**src/rtl/i2c_am_pkg.sv**
```systemverilog
package i2c_am_pkg;
  localparam int unsigned BYTE_W = 8;
  localparam logic [4:0] TEN_PREFIX = 5'b11110;

  typedef enum logic [2:0] {
    ST_IDLE,
    ST_ADDR1,
    ST_ACK_HI,
    ST_ADDR2,
    ST_ACK_FIN,
    ST_SKIP
  } am_state_e;
endpackage

```
**src/rtl/i2c_am_bus_mon.sv**
```systemverilog
module i2c_am_bus_mon (
  input  logic clk_i,
  input  logic rst_ni,
  input  logic scl_i,
  input  logic sda_i,
  output logic start_o,
  output logic stop_o,
  output logic scl_rise_o,
  output logic scl_fall_o
);
  logic scl_q, sda_q;

  always_ff @(posedge clk_i or negedge rst_ni) begin
    if (!rst_ni) begin
      scl_q <= 1'b1;
      sda_q <= 1'b1;
    end else begin
      scl_q <= scl_i;
      sda_q <= sda_i;
    end
  end

  // SDA edges while SCL held high mark bus conditions
  assign start_o    = scl_i & scl_q & sda_q & ~sda_i;
  assign stop_o     = scl_i & scl_q & ~sda_q & sda_i;
  assign scl_rise_o = scl_i & ~scl_q;
  assign scl_fall_o = ~scl_i & scl_q;
endmodule

```
**src/rtl/i2c_am_shifter.sv**
```systemverilog
module i2c_am_shifter #(
  parameter int unsigned BYTE_W = 8
) (
  input  logic              clk_i,
  input  logic              rst_ni,
  input  logic              clr_i,
  input  logic              scl_rise_i,
  input  logic              sda_i,
  output logic              full_o,
  output logic [BYTE_W-1:0] byte_o
);
  localparam int unsigned CNT_W = $clog2(BYTE_W + 1);
  localparam logic [CNT_W-1:0] CNT_FULL = CNT_W'(BYTE_W);

  logic [CNT_W-1:0]  cnt_q;
  logic [BYTE_W-1:0] sh_q;

  assign full_o = (cnt_q == CNT_FULL);
  assign byte_o = sh_q;

  always_ff @(posedge clk_i or negedge rst_ni) begin
    if (!rst_ni) begin
      cnt_q <= '0;
      sh_q  <= '0;
    end else if (clr_i) begin
      cnt_q <= '0;
    end else if (scl_rise_i && !full_o) begin
      cnt_q <= cnt_q + 1'b1;
      sh_q  <= {sh_q[BYTE_W-2:0], sda_i};
    end
  end
endmodule

```
**src/rtl/i2c_am_cmp.sv**
```systemverilog
module i2c_am_cmp #(
  parameter int unsigned ADDR_W = 10,
  parameter int unsigned LO_W   = 7
) (
  input  logic [ADDR_W-1:0] own_i,
  input  logic [7:0]        byte_i,
  output logic              hit7_o,
  output logic              hit_hi_o,
  output logic              hit_lo_o
);
  import i2c_am_pkg::*;
  localparam int unsigned HI_W = ADDR_W - 8;

  // bit 0 of the first byte is the direction and is never compared
  assign hit7_o   = (byte_i[7:1] == own_i[LO_W-1:0]);
  assign hit_hi_o = (byte_i[7:3] == TEN_PREFIX) && (byte_i[2:1] == own_i[ADDR_W-1:ADDR_W-HI_W]);
  assign hit_lo_o = (byte_i == own_i[7:0]);
endmodule

```
**src/rtl/i2c_am_ctrl.sv**
```systemverilog
module i2c_am_ctrl (
  input  logic clk_i,
  input  logic rst_ni,
  input  logic en_i,
  input  logic ten_bit_i,
  input  logic ack_val_i,
  input  logic start_i,
  input  logic stop_i,
  input  logic scl_fall_i,
  input  logic full_i,
  input  logic hit7_i,
  input  logic hit_hi_i,
  input  logic hit_lo_i,
  input  logic flag_clr_i,
  input  logic mst_set_i,
  output logic sh_clr_o,
  output logic sda_pd_o,
  output logic flag_o,
  output logic mst_o
);
  import i2c_am_pkg::*;

  am_state_e state_q, state_d;
  logic      byte_end, set_match, in_ack;
  logic      flag_q, mst_q;

  assign byte_end = full_i & scl_fall_i;

  always_comb begin
    state_d = state_q;
    if (!en_i || stop_i) begin
      state_d = ST_IDLE;
    end else if (start_i) begin
      state_d = ST_ADDR1;
    end else begin
      unique case (state_q)
        ST_ADDR1: if (byte_end) begin
          if (ten_bit_i) state_d = hit_hi_i ? ST_ACK_HI : ST_SKIP;
          else           state_d = hit7_i ? ST_ACK_FIN : ST_SKIP;
        end
        ST_ACK_HI:  if (scl_fall_i) state_d = ST_ADDR2;
        ST_ADDR2:   if (byte_end) state_d = hit_lo_i ? ST_ACK_FIN : ST_SKIP;
        ST_ACK_FIN: if (scl_fall_i) state_d = ST_SKIP;
        ST_IDLE, ST_SKIP: state_d = state_q;
        default:    state_d = ST_IDLE;
      endcase
    end
  end

  assign set_match = (state_d == ST_ACK_FIN) && (state_q != ST_ACK_FIN);
  assign in_ack    = (state_q == ST_ACK_HI) || (state_q == ST_ACK_FIN);
  assign sh_clr_o  = start_i | ((state_q == ST_ACK_HI) & scl_fall_i);
  assign sda_pd_o  = in_ack & en_i & ~ack_val_i;
  assign flag_o    = flag_q;
  assign mst_o     = mst_q;

  always_ff @(posedge clk_i or negedge rst_ni) begin
    if (!rst_ni) begin
      state_q <= ST_IDLE;
      flag_q  <= 1'b0;
      mst_q   <= 1'b0;
    end else begin
      state_q <= state_d;
      if (set_match)       flag_q <= 1'b1;
      else if (flag_clr_i) flag_q <= 1'b0;
      if (set_match)       mst_q <= 1'b0;
      else if (mst_set_i)  mst_q <= 1'b1;
    end
  end
endmodule

```
**src/rtl/i2c_addr_match.sv**
```systemverilog
module i2c_addr_match #(
  parameter int unsigned REG_W   = 16,
  parameter int unsigned ADDR_W  = 10,
  parameter int unsigned LO_W    = 7,
  parameter logic [9:0]  RST_VAL = 10'h204
) (
  input  logic             clk_i,
  input  logic             rst_ni,
  input  logic             scl_i,
  input  logic             sda_i,
  input  logic             en_i,
  input  logic             ten_bit_i,
  input  logic             ack_val_i,
  input  logic             irq_en_i,
  input  logic             reg_we_i,
  input  logic [REG_W-1:0] reg_wdata_i,
  input  logic             flag_clr_i,
  input  logic             mst_set_i,
  output logic [REG_W-1:0] reg_rdata_o,
  output logic             sda_pd_o,
  output logic             flag_o,
  output logic             irq_o,
  output logic             mst_o
);
  import i2c_am_pkg::*;
  localparam int unsigned RSV_W = REG_W - ADDR_W;

  logic [ADDR_W-1:0] own_q;
  logic              start, stop, scl_rise, scl_fall;
  logic              sh_clr, full;
  logic [BYTE_W-1:0] byte_v;
  logic              hit7, hit_hi, hit_lo;
  logic              unused_rsv;

  assign unused_rsv = ^reg_wdata_i[REG_W-1:ADDR_W];

  always_ff @(posedge clk_i or negedge rst_ni) begin
    if (!rst_ni)       own_q <= RST_VAL[ADDR_W-1:0];
    else if (reg_we_i) own_q <= reg_wdata_i[ADDR_W-1:0];
  end

  assign reg_rdata_o = {{RSV_W{1'b0}}, own_q};

  i2c_am_bus_mon u_mon (
    .clk_i, .rst_ni, .scl_i, .sda_i,
    .start_o(start), .stop_o(stop), .scl_rise_o(scl_rise), .scl_fall_o(scl_fall)
  );

  i2c_am_shifter #(.BYTE_W(BYTE_W)) u_sh (
    .clk_i, .rst_ni, .clr_i(sh_clr), .scl_rise_i(scl_rise), .sda_i,
    .full_o(full), .byte_o(byte_v)
  );

  i2c_am_cmp #(.ADDR_W(ADDR_W), .LO_W(LO_W)) u_cmp (
    .own_i(own_q), .byte_i(byte_v),
    .hit7_o(hit7), .hit_hi_o(hit_hi), .hit_lo_o(hit_lo)
  );

  i2c_am_ctrl u_ctrl (
    .clk_i, .rst_ni, .en_i, .ten_bit_i, .ack_val_i,
    .start_i(start), .stop_i(stop), .scl_fall_i(scl_fall), .full_i(full),
    .hit7_i(hit7), .hit_hi_i(hit_hi), .hit_lo_i(hit_lo),
    .flag_clr_i, .mst_set_i,
    .sh_clr_o(sh_clr), .sda_pd_o, .flag_o, .mst_o
  );

  assign irq_o = flag_o & irq_en_i;
endmodule

```
**config.mk**
```make
export PLATFORM = sky130hd
export DESIGN_NAME = i2c_addr_match
export DESIGN_NICKNAME = d
export VERILOG_FILES = /design/src/rtl/i2c_am_pkg.sv /design/src/rtl/i2c_am_bus_mon.sv /design/src/rtl/i2c_am_shifter.sv /design/src/rtl/i2c_am_cmp.sv /design/src/rtl/i2c_am_ctrl.sv /design/src/rtl/i2c_addr_match.sv
export SDC_FILE = /design/constraint.sdc
export NUM_CORES = 1
export LEC_CHECK = 0
export BUFFER_PORTS_ARGS = -buffer_cell sky130_fd_sc_hd__buf_2
export CORE_ASPECT_RATIO = 0.6
export CORE_MARGIN = 2
export CORE_UTILIZATION = 51
export CTS_CLUSTER_SIZE = 40
export DETAILED_ROUTE_END_ITERATION = 10
export GPL_ROUTABILITY_DRIVEN = 0
export PLACE_DENSITY = 0.9
export SLEW_MARGIN = 20
export SYNTH_ARGS = -nofsm -noshare
export SYNTH_HDL_FRONTEND = slang
export SYNTH_HIERARCHICAL = 1
export SYNTH_SLANG_ARGS = --single-unit
```
**constraint.sdc**
```tcl
create_clock -name clk_i -period 2.8 [get_ports clk_i]
set_input_delay 0 -clock clk_i [delete_from_list [all_inputs] [get_ports clk_i]]
set_output_delay 0 -clock clk_i [all_outputs]
set_load 0.01 [all_outputs]
```
Word-level counts from Yosys, hierarchy flattened. Index checks and enable logic that the tools add are counted.

Flip-flop bits (word level): 29. Latch bits: 0. Bits in writable memories: 0. ROM bits: 0. Bits of input ports: 27. Output and inout bits: 20. Logic and storage cells: 70. Memories kept: 0.

Add/subtract/negate cells: 1. Multipliers: 0. Divide/modulo/power cells: 0. Magnitude comparators: 0. Equal/unequal tests: 12. Shifts and indexed selects: 0. Muxes and demuxes: 17. Bitwise operators: 19. Reduce and logical (&&, ||, !) cells: 13.

Operators by type and width (number): $mux W3 (8); $pmux W3 S5 (1); $and A1 B1 Y1 (12); $eq A3 B3 Y1 const B (3); $eq A8 B8 Y1 (1); $mux W4 (2); $eq A7 B7 Y1 (1); $eq A3 B2 Y1 const B (2); $mux W1 (6); $not A1 Y1 (6); $reduce_bool A2 Y1 (3); $eq A5 B5 Y1 const B (1); $add A4 B1 Y4 const B (1); $eq A4 B4 Y1 const B (1); $eq A3 B1 Y1 const B (1); $logic_and A1 B1 Y1 (3); $logic_not A3 Y1 (1); $ne A3 B3 Y1 const B (1); $eq A2 B2 Y1 (1); $logic_not A1 Y1 (2); $logic_or A1 B1 Y1 (2); $reduce_and A2 Y1 (1); $reduce_or A2 Y1 (1); $or A1 B1 Y1 (1).

Longest topological paths before layout.
Word-level depth: 11. Depth in mapped cells: 7. Mapped depth without buffers: 7.

Hierarchy. The synthesis kept the hierarchy.

Modules (own cells, without submodules): i2c_am_shifter (instances 1, cells an instance 41, area each 553.0 um2, seq. area each 300.3 um2); i2c_addr_match (instances 1, cells an instance 29, area each 469.2 um2, seq. area each 252.7 um2); i2c_am_ctrl (instances 1, cells an instance 36, area each 350.3 um2, seq. area each 125.1 um2); i2c_am_cmp (instances 1, cells an instance 24, area each 202.7 um2, seq. area each 0.0 um2); i2c_am_bus_mon (instances 1, cells an instance 6, area each 87.6 um2, seq. area each 52.6 um2).

Worst setup path before layout. No wires, ideal clock.

Path kind: register to register. From: register u_mon.scl_q. To: register u_sh.sh_q[0], in the netlist u_sh/byte_o[0]. Library setup time: 0.125 ns. Arrival time: 2.000 ns. Path slack: 0.675 ns. Cell stages (with the launch flop): 6. Period minus slack after synthesis: 2.125 ns. Path through: dfstp_2 -> and2b_2 -> inv_1 -> o41ai_1 -> nand3b_4 -> mux2_2.

Elaborated cells on any way between the ends: 11. Classes of those cells: bitwise: 9; reduce/logical: 2.

RTL lines: start: declaration (RTL line i2c_am_bus_mon.sv:11) `logic scl_q, sda_q;`; start signal: assignment (RTL line i2c_am_bus_mon.sv:18) `scl_q <= scl_i;`; $and A1 B1 Y1 (RTL line i2c_am_bus_mon.sv:27) `assign scl_fall_o = ~scl_i & scl_q;`; via scl_fall (RTL line i2c_addr_match.sv:29) `logic start, stop, scl_rise, scl_fall;`; $and A1 B1 Y1 (RTL line i2c_am_ctrl.sv:52) `assign sh_clr_o = start_i | ((state_q == ST_ACK_HI) & scl_fall_i);`; $or A1 B1 Y1 (RTL line i2c_am_ctrl.sv:52); via sh_clr (RTL line i2c_addr_match.sv:30) `logic sh_clr, full;`; $not A1 Y1 (no source line); $reduce_and A2 Y1 (no source line); end signal: assignment (RTL line i2c_am_shifter.sv:29) `sh_q <= {sh_q[BYTE_W-2:0], sda_i};`; end: declaration (RTL line i2c_am_shifter.sv:16) `logic [BYTE_W-1:0] sh_q;`.

The timed path passes the listed nets, and every way through them passes these cells. A chain may end at the register's enable or synchronous reset.

Worst setup path after layout.
From: register u_sh.sh_q[4], in the netlist u_sh/byte_o[4]. To: register u_ctrl.state_q[1].

Word-level cells in the longest chain between the ends: 8.

RTL lines: $eq A5 B5 Y1 (RTL line i2c_am_cmp.sv:16) `assign hit_hi_o = (byte_i[7:3] == TEN_PREFIX) && (byte_i[2:1] == own_i[ADDR_W-1:ADDR_W-HI_W]);`; $logic_and A1 B1 Y1 (RTL line i2c_am_cmp.sv:16); via hit_hi (RTL line i2c_addr_match.sv:32) `logic hit7, hit_hi, hit_lo;`; $mux W3 (2 in a row) (RTL line i2c_am_ctrl.sv:38) `if (ten_bit_i) state_d = hit_hi_i ? ST_ACK_HI : ST_SKIP;`; $mux W3 (RTL line i2c_am_ctrl.sv:37) `ST_ADDR1: if (byte_end) begin`; $pmux W3 S5 (RTL line i2c_am_ctrl.sv:36) `unique case (state_q)`; $mux W3 (RTL line i2c_am_ctrl.sv:33) `end else if (start_i) begin`; $mux W3 (RTL line i2c_am_ctrl.sv:31) `if (!en_i || stop_i) begin`; via u_ctrl.state_d[1] (RTL line i2c_am_ctrl.sv:23) `am_state_e state_q, state_d;`; end signal: assignment (RTL line i2c_am_ctrl.sv:63) `state_q <= state_d;`; end: declaration (RTL line i2c_am_ctrl.sv:23).

The timed path passes the listed nets, and every way through them passes these cells.

==> flow_results.xml <==
<?xml version="1.0" encoding="UTF-8"?>
<metrics>
  <group name="run_status">
    <metric name="outcome" unit="">completed</metric>
  </group>
  <group name="logic_synthesis">
    <metric name="async_flop_share" unit="">1.00</metric>
    <metric name="synth.top_cells.by_area" unit="">sky130_fd_sc_hd__dfrtp_1, sky130_fd_sc_hd__mux2_4, sky130_fd_sc_hd__xnor2_1</metric>
    <metric name="synth.top_cells.by_count" unit="">sky130_fd_sc_hd__dfrtp_1, sky130_fd_sc_hd__xnor2_1, sky130_fd_sc_hd__mux2_4</metric>
    <metric name="netlist.area_leader.share" unit="">0.376</metric>
    <metric name="synth-simple-area-share" unit="">0.155</metric>
    <metric name="synthesis.instances" unit="">136</metric>
    <metric name="synth-seq-area-share" unit="">0.439</metric>
    <metric name="synth_flop_cell" unit="">sky130_fd_sc_hd__dfrtp_1</metric>
    <metric name="post-synth-top-count-cell" unit="">sky130_fd_sc_hd__dfrtp_1</metric>
    <metric name="synthesis.yosys.warnings" unit="">6</metric>
    <metric name="synth_seq_cells" unit="">29</metric>
    <metric name="synthMuxAreaShare" unit="">0.157</metric>
    <metric name="synth_top_family_by_area" unit="">multiplexers</metric>
    <metric name="syn_area" unit="um2">1660</metric>
    <metric name="number_of_enable_type_register_cells_in_the_synthesized_netlist" unit="">0</metric>
    <metric name="synth-compound-area-share" unit="">0.0752</metric>
    <metric name="post_synth_fa_ha_maj_area_fraction" unit="">0.0150</metric>
    <metric name="xor_xnor_cell_area_share_of_the_yosys_netlist" unit="">0.100</metric>
    <metric name="syn_area_per_cell" unit="um2">12.2</metric>
    <metric name="netlist.top_cell.by_area" unit="">sky130_fd_sc_hd__dfrtp_1</metric>
    <metric name="ys_types" unit="">43</metric>
  </group>
  <group name="detailed_routing">
    <metric name="drt-initial-drc-count" unit="">103</metric>
    <metric name="via_per_inst" unit="">5.27</metric>
    <metric name="via_count" unit="">1212</metric>
    <metric name="detail_route.first_pass.iterations" unit="">4</metric>
    <metric name="detail-route-antenna-nets" unit="">0</metric>
    <metric name="drt_drc_violations_left" unit="">0</metric>
    <metric name="drt-wirelength-per-cell" unit="um">15.6</metric>
    <metric name="routed_wl" unit="mm">3.60</metric>
  </group>
  <group name="timing">
    <metric name="totalNegativeSetupSlack" unit="ps">0</metric>
    <metric name="fin_crit" unit="ps">1970</metric>
    <metric name="timing.final.setup_violations" unit="">0</metric>
    <metric name="maxClockFrequency" unit="GHz">0.507</metric>
    <metric name="timing.final.crit_share" unit="">0.705</metric>
    <metric name="final.setup.worst_slack" unit="ps">826</metric>
    <metric name="slew_headroom" unit="">0.577</metric>
    <metric name="worst_clock_skew" unit="ps">9.51</metric>
    <metric name="worst_slew_pin_slew" unit="ps">635</metric>
    <metric name="worst_hold_slack" unit="ps">7.59</metric>
    <metric name="grt_setup_unrepaired" unit="">no</metric>
    <metric name="slew_limit_fails" unit="">0</metric>
    <metric name="fin_hold_viols" unit="">0</metric>
  </group>
  <group name="hold_path">
    <metric name="worst_hold_path_type" unit="">in2reg</metric>
  </group>
  <group name="critical_path">
    <metric name="critical_path_required" unit="ps">2940</metric>
    <metric name="timing.critical_path.from_type" unit="">flop</metric>
    <metric name="worst-r2r-setup-slack" unit="ps">830</metric>
    <metric name="path_delay_family" unit="">simple AND/OR/NAND/NOR gates</metric>
    <metric name="cp_slowest_cell" unit="">sky130_fd_sc_hd__dfrtp_1</metric>
    <metric name="crit_path_max_fanout" unit="">5</metric>
    <metric name="worstPathCellList" unit="">nand4_1, nor4_2, nand3b_1, mux2_1, nor4_1</metric>
    <metric name="cp_slowest_stage_delay" unit="ps">460</metric>
    <metric name="critPathCaptureType" unit="">flop</metric>
    <metric name="crit_type" unit="">reg2reg</metric>
    <metric name="critical_path_arrival" unit="ps">2120</metric>
    <metric name="timing.critical_path.buf_inv" unit="">0</metric>
  </group>
  <group name="pwr">
    <metric name="total_leakage_power" unit="nW">0.955</metric>
    <metric name="power_density" unit="nW/um2">678</metric>
    <metric name="irDropWorstVdd" unit="V">0.000384</metric>
  </group>
  <group name="floorplanning">
    <metric name="design.core.area" unit="um2">2980</metric>
    <metric name="dieArea" unit="um2">3750</metric>
    <metric name="num_rows" unit="">15</metric>
    <metric name="floorplan.die.height" unit="um">48.2</metric>
    <metric name="io-pin-count" unit="">47</metric>
    <metric name="initial_util" unit="">0.557</metric>
    <metric name="horizontal_extent_of_the_die" unit="um">77.7</metric>
  </group>
  <group name="clocking">
    <metric name="clkTransAtPathRegs" unit="ps">70</metric>
    <metric name="ctsRootBufferMaster" unit="">sky130_fd_sc_hd__clkbuf_8</metric>
    <metric name="cts.sink_count" unit="">29</metric>
    <metric name="cts_resized" unit="">0</metric>
    <metric name="ctsLongestPathBuffers" unit="">2</metric>
    <metric name="cts_made_buffers" unit="">5</metric>
    <metric name="cts_max_level" unit="">2</metric>
    <metric name="clk_latency" unit="ps">280</metric>
    <metric name="tritoncts" unit="">built</metric>
  </group>
  <group name="placed_design">
    <metric name="preCtsSetupSlack" unit="ps">861</metric>
    <metric name="port_buffers" unit="">34</metric>
    <metric name="hpwl" unit="mm">2.52</metric>
    <metric name="detailed_place.area" unit="um2">1850</metric>
  </group>
  <group name="global_routing">
    <metric name="grt_start_max_net_pins" unit="">30</metric>
    <metric name="grt_pass1_vias" unit="">1221</metric>
    <metric name="grt_usage" unit="">0.217</metric>
    <metric name="grt_antenna_before_repair" unit="">0</metric>
    <metric name="global_route.overflow_total" unit="">0</metric>
    <metric name="grt_pass1_wl" unit="mm">5.89</metric>
  </group>
  <group name="cells_and_area">
    <metric name="fin_area" unit="um2">2080</metric>
    <metric name="final_layout_size_suffix_gt1_frac" unit="">0.410</metric>
    <metric name="antenna_cells_inserted" unit="">0</metric>
    <metric name="register_area" unit="um2">731</metric>
    <metric name="filler_cell_count" unit="">207</metric>
    <metric name="nNetsFinal" unit="">216</metric>
    <metric name="signed_area_change_from_the_synthesized_netlist_to_the_final_layout" unit="%">24.9</metric>
    <metric name="multi_input_comb_area" unit="um2">858</metric>
    <metric name="finalCoreUtilization" unit="">0.696</metric>
  </group>
  <group name="flow_run">
    <metric name="cap_violations" unit="">0</metric>
  </group>
</metrics>
[through the flow]
step / power [mW] / cells
after floorplan: 0.908 / 141
after global placement: 0.984 / 209
after detailed placement: 1.01 / 209
after CTS: 1.41 / 230
after global routing: 1.49 / 230
final: 1.41 / 230
[kinds of logic (layout without fill, tap and decap cells)]
group,Yosys count,count (layout)
AND/OR/NAND/NOR,34,34
other,1,6
XOR/XNOR,19,19
buffers and inverters,16,63
AO/OA/AOI/OAI,15,15
flip-flops,29,29
multiplexers,20,20
adder cells (fa/ha/maj),2,2
[power by group]
| group | internal [mW] | total (mW) | switching, mW |
|---|---|---|---|
| Sequential | 0.511 | 0.641 | 0.130 |
| Combinational | 0.219 | 0.384 | 0.165 |
| Clock | 0.222 | 0.383 | 0.161 |
| Total | 0.952 | 1.41 | 0.456 |
[timing repair]
action,4_1_cts,5_1_grt
hold buffers,13,0
hold endpoints to repair,37,0
setup buffers,0,0
[routing by layer]
layer | vias up | wire length (um) | GRT usage
li1 | 572 | - | -
met4 | 0 | 19 | 0.0750
met2 | 59 | 1640 | 0.359
met5 | - | 0 | 0
met3 | 2 | 257 | 0.0630
met1 | 579 | 1680 | 0.284
[worst reg2reg max path, cell delays in order (launching register included)]
cell	delay (ps)
sky130_fd_sc_hd__dfrtp_1	460
sky130_fd_sc_hd__nand4_1	170
sky130_fd_sc_hd__nor4_2	340
sky130_fd_sc_hd__nand3b_1	190
sky130_fd_sc_hd__mux2_1	340
sky130_fd_sc_hd__nor4_1	340
[layout make-up]
| cell class | instances | area share |
|---|---|---|
| clock buffer | 7 | 0.0464 |
| timing repair buffer | 48 | 0.148 |
| multi-input combinational | 96 | 0.413 |
| sequential | 29 | 0.352 |
| inverter | 7 | 0.0127 |
| clock inverter | 1 | 0.00241 |
| tap | 42 | 0.0253 |
[worst paths after layout]
kind	start	to	cells after the start
setup / recovery	u_sh/byte_o[4]	u_ctrl/state_q[1]	5
hold / removal	en_i	u_ctrl/state_q[0]	2
setup reg to reg	u_sh/byte_o[4]	u_ctrl/state_q[1]	5
hold reg to reg	u_ctrl/flag_o	u_ctrl/flag_o	2
max in group asynchronous	rst_ni	u_ctrl/flag_o	2
min in group asynchronous	rst_ni	u_sh/byte_o[2]	2
[flip-flops by register name, indices dropped and copies added, names as in the netlist]
register	flops
own_q	10
u_ctrl/flag_o	1
u_ctrl/mst_o	1
u_ctrl/state_q	3
u_mon/scl_q	1
u_mon/sda_q	1
u_sh/byte_o	8
u_sh/cnt_q	4
[cell usage in the layout, fill, tap and decap left out, drive strengths merged, types with 2 or more instances in the layout]
| master | netlist | final |
|---|---|---|
| a21o | 2 | 2 |
| nor2 | 3 | 3 |
| dfrtp | 25 | 25 |
| nand3b | 3 | 3 |
| o41ai | 2 | 2 |
| nand3 | 3 | 3 |
| clkbuf | 0 | 7 |
| nor2b | 2 | 2 |
| dlygate4sd3 | 0 | 13 |
| nor4 | 3 | 3 |
| mux2 | 19 | 19 |
| and4b | 2 | 2 |
| buf | 9 | 35 |
| and2 | 2 | 2 |
| xor2 | 6 | 6 |
| nand4 | 6 | 6 |
| conb | 1 | 6 |
| dfstp | 4 | 4 |
| ha | 2 | 2 |
| a21oi | 5 | 5 |
| inv | 7 | 7 |
| nand2 | 4 | 4 |
| xnor2 | 13 | 13 |
(Power assumes the default switching activity.)
